File: src/rtl/burst_addr_pkg.sv
package burst_addr_pkg;

    typedef enum logic [1:0] {
        OP_HOLD  = 2'd0,
        OP_STEP  = 2'd1,
        OP_LOAD  = 2'd2,
        OP_CLEAR = 2'd3
    } bag_op_e;

endpackage

File: src/rtl/bag_capture.sv
module bag_capture #(
    parameter int ADDR_W = 14
) (
    input  logic              clk,
    input  logic              rst_n,
    input  logic [ADDR_W-1:0] ext_addr,
    input  logic              ld_n,
    input  logic              step_n,
    input  logic              clr_n,
    output logic [ADDR_W-1:0] cap_addr,
    output logic              cap_ld_n,
    output logic              cap_step_n,
    output logic              cap_clr_n
);

    // Controls reset to their inactive level so the first resolved op is HOLD.
    always_ff @(posedge clk or negedge rst_n) begin
        if (!rst_n) begin
            cap_addr   <= '0;
            cap_ld_n   <= 1'b1;
            cap_step_n <= 1'b1;
            cap_clr_n  <= 1'b1;
        end else begin
            cap_addr   <= ext_addr;
            cap_ld_n   <= ld_n;
            cap_step_n <= step_n;
            cap_clr_n  <= clr_n;
        end
    end

endmodule

File: src/rtl/bag_decode.sv
module bag_decode
    import burst_addr_pkg::*;
(
    input  logic    cap_ld_n,
    input  logic    cap_step_n,
    input  logic    cap_clr_n,
    output bag_op_e op
);

    // Fixed priority: clear, then load, then step.
    always_comb begin
        unique casez ({cap_clr_n, cap_ld_n, cap_step_n})
            3'b0??:  op = OP_CLEAR;
            3'b10?:  op = OP_LOAD;
            3'b110:  op = OP_STEP;
            default: op = OP_HOLD;
        endcase
    end

endmodule

File: src/rtl/bag_counter.sv
module bag_counter
    import burst_addr_pkg::*;
#(
    parameter int ADDR_W = 14
) (
    input  logic              clk,
    input  logic              rst_n,
    input  bag_op_e           op,
    input  logic [ADDR_W-1:0] load_addr,
    output logic [ADDR_W-1:0] cnt_q
);

    localparam logic [ADDR_W-1:0] ONE = {{(ADDR_W-1){1'b0}}, 1'b1};

    logic [ADDR_W-1:0] cnt_d;

    // Next-value selection; the ADDR_W-bit add rolls over naturally.
    always_comb begin
        unique case (op)
            OP_CLEAR: cnt_d = '0;
            OP_LOAD:  cnt_d = load_addr;
            OP_STEP:  cnt_d = cnt_q + ONE;
            OP_HOLD:  cnt_d = cnt_q;
            default:  cnt_d = cnt_q;
        endcase
    end

    always_ff @(posedge clk or negedge rst_n) begin
        if (!rst_n) cnt_q <= '0;
        else        cnt_q <= cnt_d;
    end

endmodule

File: src/rtl/burst_addr_gen.sv
module burst_addr_gen
    import burst_addr_pkg::*;
#(
    parameter int ADDR_W = 14
) (
    input  logic              clk,
    input  logic              rst_n,
    input  logic [ADDR_W-1:0] ext_addr,
    input  logic              ld_n,
    input  logic              step_n,
    input  logic              clr_n,
    output logic [ADDR_W-1:0] acc_addr
);

    logic [ADDR_W-1:0] cap_addr;
    logic              cap_ld_n;
    logic              cap_step_n;
    logic              cap_clr_n;
    bag_op_e           op;

    bag_capture #(.ADDR_W(ADDR_W)) u_cap (
        .clk        (clk),
        .rst_n      (rst_n),
        .ext_addr   (ext_addr),
        .ld_n       (ld_n),
        .step_n     (step_n),
        .clr_n      (clr_n),
        .cap_addr   (cap_addr),
        .cap_ld_n   (cap_ld_n),
        .cap_step_n (cap_step_n),
        .cap_clr_n  (cap_clr_n)
    );

    bag_decode u_dec (
        .cap_ld_n   (cap_ld_n),
        .cap_step_n (cap_step_n),
        .cap_clr_n  (cap_clr_n),
        .op         (op)
    );

    bag_counter #(.ADDR_W(ADDR_W)) u_cnt (
        .clk       (clk),
        .rst_n     (rst_n),
        .op        (op),
        .load_addr (cap_addr),
        .cnt_q     (acc_addr)
    );

endmodule

File: config.mk
export PLATFORM = sky130hd
export DESIGN_NAME = burst_addr_gen
export DESIGN_NICKNAME = d
export VERILOG_FILES = /design/src/rtl/burst_addr_pkg.sv /design/src/rtl/bag_capture.sv /design/src/rtl/bag_decode.sv /design/src/rtl/bag_counter.sv /design/src/rtl/burst_addr_gen.sv
export SDC_FILE = /design/constraint.sdc
export NUM_CORES = 1
export LEC_CHECK = 0
export ABC_AREA = 1
export BUFFER_PORTS_ARGS = -buffer_cell sky130_fd_sc_hd__buf_2
export CORE_ASPECT_RATIO = 1.2
export CORE_MARGIN = 5
export CORE_UTILIZATION = 53
export DETAILED_ROUTE_END_ITERATION = 7
export PLACE_DENSITY_LB_ADDON = 0.15
export SYNTH_ARGS = -nofsm -noshare
export SYNTH_HDL_FRONTEND = slang
export SYNTH_SLANG_ARGS = --single-unit
export TNS_END_PERCENT = 50
File: constraint.sdc
create_clock -name clk -period 1.9 [get_ports clk]
set_input_delay 0.38 -clock clk [delete_from_list [all_inputs] [get_ports clk]]
set_output_delay 0.38 -clock clk [all_outputs]
set_load 0.05 [all_outputs]
==> results.yml, run 1 <==
sta:
  period_share: 0.903
  max-slew-margin-rel: 0.563
  whs_ns: 0.0628
  fmax_ghz: 0.583
  drv_slew: 0
  hold_viol_final: 0
  tns_ns: 0
  skew_ns: 0.0117
  fin_crit_ns: 1.72
  rsz0062_at_grt: "no"
  setup_violations: 0
  worst_slew_pin_slew_ns: 0.656
floorplan:
  core_mm2: 0.00276
  io_pins: 33
  rows: 21
  fp.dieH_um: 68.1
  dieArea_mm2: 0.00397
  die_w_um: 58.4
  initial_core_util: 0.540
flow_run:
  drv_cap: 0
power_and_ir_drop:
  ir_worst_vdd_mv: 0.601
  p_per_area_mw_per_mm2: 815
  p_leak_uw: 0.000891
yosys:
  netlist_instances: 173
  synthTopCellsByArea: "dfrtp_1 47%, nand2_1 17%, dfstp_2 5.3%"
  synth_top_area_share: 0.471
  ys_types: 23
  synth.most_common_cell: "nand2_1"
  async_flop_share: 1.00
  synth_top_area_cell: "dfrtp_1"
  synth_area_mm2: 0.00149
  syn_nets: 196
  synth_edf_count: 0
  seq_area_frac_synth: 0.524
  ys.flop_type: "dfrtp_1"
  yosysWarnings: 0
  avgSynthCellArea_um2: 8.61
  synth_commonest_cells: "66 x nand2_1, 28 x dfrtp_1, 13 x inv_1, 13 x nand3_1, 9 x o21ai_0"
  synth_seq_cells: 31
hold_path:
  min_path_type: "in -> async"
global_routing:
  overflow: 0
  grt_pass1_vias: 1243
  grt_max_degree: 32
  antenna_found_initial: 0
  grt_pass1_wl_mm: 5.53
  track_usage: 0.183
critical_path:
  worst-setup-path-type: "reg -> reg"
  end_kind: "flop"
  cpMostUsedCell: "nand2_1"
  cpPeakStageDelay_ns: 0.53
  worstPathCellList: "nand2_1 -> nand2_1 -> inv_1 -> ha_1 -> nand2_2 -> clkinvlp_4 -> a22o_1"
  path_max_fanout: 12
  cp.arrival_ns: 1.94
  crit_path_start_kind: "flop"
  worst_path_max_delay_cell: "dfstp_2"
  required_ns: 2.13
drt:
  ant_nets: 0
  drcViolationCount: 0
  vias: 1283
  wire_per_inst_um: 12.9
  firstDrtPassIters: 4
  finalWirelength_mm: 3.14
  drtIter0Drc: 60
  post_drt_via_cell_ratio: 5.26
place:
  dpl.hpwl_mm: 2.23
  io_buffers: 32
  gp_congestion: 0.836
cts:
  path_clk_slew_ns: 0.10
  cts-root-buf: "clkbuf_4"
  htree_num_levels: 2
  cts_buffers: 5
  insertion_delay_ns: 0.33
  cts_tree: "built"
  hold_buffers: 0
  cts.sinks: 31
  clk_path_buf_depth: 2
outcome:
  status: "completed"
cells_and_area:
  fin_nets: 232
  final_layout_size_suffix_gt1_frac: 0.295
  syn_to_final_growth_pct: 18.9
  num-fill-cells: 253
  n_antenna_cell: 0
==> final timing paths <==
check	start	to	slack [ns]	cells after the start
max in group asynchronous	rst_n	u_cap.cap_addr[5]	1.40	1
min reg2reg	u_cnt.cnt_q[13]	u_cnt.cnt_q[13]	0.55	2
max reg2reg	u_cap.cap_ld_n	u_cnt.cnt_q[1]	0.18	7
min in group clk	ext_addr[10]	u_cap.cap_addr[10]	0.14	1
max	u_cap.cap_ld_n	u_cnt.cnt_q[1]	0.18	7
min	rst_n	u_cnt.cnt_q[0]	0.06	1
==> routing by layer <==
metal | vias up | track usage | wire length, um
met2 | 42 | 0.304 | 1520
met4 | 0 | 0.0522 | 28
met5 | - | 0 | 0
li1 | 631 | - | -
met1 | 604 | 0.228 | 1370
met3 | 6 | 0.0585 | 227
==> kinds of logic (layout without fill, tap and decap cells) <==
family,after synthesis,count (layout),synth area share
DFF,31,31,0.524
and+or+nand+nor,102,102,0.313
AOI/OAI and AO/OA,19,19,0.0824
adders and majority gates,4,4,0.0336
buffers and inverters,17,54,0.0471
==> registers in the layout (all words and copies together) (netlist names) <==
signal,count
u_cap.cap_step_n,1
u_cnt.cnt_q,14
u_cap.cap_addr,14
u_cap.cap_clr_n,1
u_cap.cap_ld_n,1
==> through the flow <==
stage	setup WS (ns)	util	area (um^2)	std cells	total power (uW)
after floorplan	0.213	-	1490	173	849
after global placement	0.258	0.608	1680	236	908
after detailed placement	0.200	0.608	1680	236	913
after CTS	0.179	0.639	1760	244	1450
after global routing	0.0501	0.642	1770	244	1520
final	0.184	0.642	1770	244	1440
==> where the power goes <==
group	internal, uW	switching [uW]
clock network	311	228
logic	51.9	131
registers	694	26.2
total	1060	386
==> placed cells by master (no fill, tap or decap), drive strengths merged <==
| cell type | count |
|---|---|
| nand3 | 13 |
| o22ai | 1 |
| clkinv | 1 |
| inv | 12 |
| a22o | 2 |
| buf | 33 |
| a32oi | 1 |
| nand4 | 5 |
| nor2 | 11 |
| dfstp | 3 |
| o21ai | 10 |
| a21oi | 2 |
| bufinv | 1 |
| o21bai | 2 |
| ha | 4 |
| dfrtp | 28 |
| nand2 | 72 |
| clkbuf | 6 |
| a22oi | 1 |
| or2 | 1 |
| clkinvlp | 1 |
==> worst max-delay path, delay by kind of cell (launching register included) <==
family          cells  cell delay [ns]
compound gates      1             0.26
simple gates        3             0.23
fa+ha+maj           1             0.30
flops               1             0.53
buf+inv             2             0.30
==> cell type report <==
type	count	area (um^2)	share of cell area
tap	34	42.5	0.0240
multi-input combinational	125	642	0.363
inverter	13	52.6	0.0297
clock inverter	2	35.0	0.0198
timing repair buffer	33	168	0.0947
sequential	31	779	0.440
clock buffer	6	51.3	0.0290
==> timing repair <==
item	CTS	global route
buffers inserted	0	0
setup endpoints to repair	0	1
resized for setup	0	2
No activity file was read; power rests on OpenSTA's default activity.
==> run 2: changes to the inputs <==
--- a/config.mk
+++ b/config.mk
@@ -12,6 +12,7 @@
 export CORE_UTILIZATION = 53
 export DETAILED_ROUTE_END_ITERATION = 7
 export PLACE_DENSITY_LB_ADDON = 0.15
+export REMOVE_ABC_BUFFERS = 1
 export SYNTH_ARGS = -nofsm -noshare
 export SYNTH_HDL_FRONTEND = slang
 export SYNTH_SLANG_ARGS = --single-unit
==> run 2 against run 1 <==
Net effect: critical path depth grew 2; combinational power decreased by 3%; worst hold slack improved by 0.0022 ns; total power is 0.58% lower.
==> results.yml, run 2 (synthesized netlist as in run 1, its figures left out) <==
outcome:
  status: "completed"
drt:
  vias: 1260
  drtIter0Drc: 37
  ant_nets: 0
  met1_length_mm: 1.37
  wire_per_inst_um: 12.9
  drcViolationCount: 0
  wl_met3_um: 159
  wl_met2_mm: 1.56
  firstDrtPassIters: 4
  post_drt_via_cell_ratio: 5.16
  top_layer: "met4"
  finalWirelength_mm: 3.15
floorplan:
  core_mm2: 0.00276
  initial_core_util: 0.540
  dieArea_mm2: 0.00397
  die_w_um: 58.4
  io_pins: 33
  fp.dieH_um: 68.1
  rows: 21
sta:
  tns_ns: 0
  hold_viol_final: 0
  fmax_ghz: 0.580
  drv_slew: 0
  skew_ns: 0.0100
  max-slew-margin-rel: 0.557
  fin_crit_ns: 1.72
  rsz0062_at_grt: "no"
  worst_slew_pin_slew_ns: 0.665
  setup_violations: 0
  period_share: 0.907
cells_and_area:
  num-fill-cells: 249
  multi_input_area_um2: 639
  post-route-util: 0.639
  fin_nets: 232
  n_antenna_cell: 0
  syn_to_final_growth_pct: 18.5
  final_layout_size_suffix_gt1_frac: 0.286
  final-seq-area_um2: 779
  stdcell_count: 244
  final_common_cell: "nand2_1"
  largestRegisters: "u_cap.cap_addr (14), u_cnt.cnt_q (14)"
  most-common-layout-cells: "66 x nand2_1, 32 x buf_2, 28 x dfrtp_1"
cts:
  cts-root-buf: "clkbuf_4"
  hold_buffers: 0
  path_clk_slew_ns: 0.10
  post_cts_buffers: 0
  cts.sinks: 31
  cts_buffers: 5
  ctsResizeCount: 0
  htree_num_levels: 2
  insertion_delay_ns: 0.33
  cts_tree: "built"
  clk_path_buf_depth: 2
critical_path:
  worstPathCellList: "nand2_1 -> nand2_1 -> inv_1 -> ha_1 -> inv_1 -> nand2_1 -> inv_1 -> nand2_1 -> o21ai_0"
  cp.arrival_ns: 1.98
  end_kind: "flop"
  path_max_fanout: 12
  worst_path_max_delay_cell: "dfstp_2"
  crit_path_start_kind: "flop"
  regToRegSetupSlack_ns: 0.18
  cpPeakStageDelay_ns: 0.54
  cpMostUsedCell: "nand2_1"
  worst-setup-path-type: "reg -> reg"
  required_ns: 2.15
place:
  dp_cells: 236
  io_buffers: 32
  dpl.hpwl_mm: 2.21
  gp_congestion: 0.777
global_routing:
  track_usage: 0.183
  antenna_found_initial: 0
  grt_max_degree: 32
  overflow: 0
  grt_pass1_vias: 1212
  grt_pass1_wl_mm: 5.38
power_and_ir_drop:
  p_leak_uw: 0.000898
  ir_worst_vdd_mv: 0.658
  p_per_area_mw_per_mm2: 813
  finalPower_uw: 1430
hold_path:
  min_path_type: "in -> async"
flow_run:
  drv_cap: 0
[run 2: changes by cell type in the layout (fill, tap and decap cells not counted), sizes merged]
| cell | before | now |
|---|---|---|
| inv | 12 | 13 |
| clkinvlp | 1 | 0 |
[run 2: worst paths after layout]
check	startpoint	to	cells past startpoint
min	rst_n	u_cnt.cnt_q[7]	1
min reg2reg	u_cnt.cnt_q[6]	u_cnt.cnt_q[6]	2
max	u_cap.cap_ld_n	u_cnt.cnt_q[4]	9
max reg2reg	u_cap.cap_ld_n	u_cnt.cnt_q[4]	9
min in group clk	step_n	u_cap.cap_step_n	1
max in group asynchronous	rst_n	u_cap.cap_addr[10]	1
[run 2: stage by stage]
step	hold slack [ns]	setup WS [ns]	area, um^2
2_1_floorplan	0.0844	0.209	1470
3_3_place_gp	0.442	0.263	1680
3_5_place_dp	0.452	0.203	1680
4_1_cts	0.0828	0.195	1760
5_1_grt	0.121	0.0133	1760
6_report	0.0649	0.176	1760
[run 2: where the power goes]
part,internal [uW],total (uW),switching (uW)
clock,311,535,224
combinational,50.5,178,128
sequential,694,721,26.6
total,1060,1430,379
[run 2: final cells by class]
cell class                 instances  share of cell area
sequential                        31               0.442
multi-input combinational        125               0.362
timing repair buffer              33              0.0950
clock buffer                       6              0.0291
inverter                          13              0.0277
tap                               34              0.0241
clock inverter                     2              0.0199
[run 2: metal layers]
metal	global-route usage	vias to the layer above
met4	0.0957	0
met2	0.297	36
met5	0	-
met3	0.0396	8
met1	0.226	589
li1	-	627
[run 2: worst max-delay path: cells and delay by family, from the launching register on]
kind | cells | cell delay (ns)
compound gates | 1 | 0.08
fa+ha+maj | 1 | 0.21
flops | 1 | 0.54
simple gates | 4 | 0.31
buf+inv | 3 | 0.51
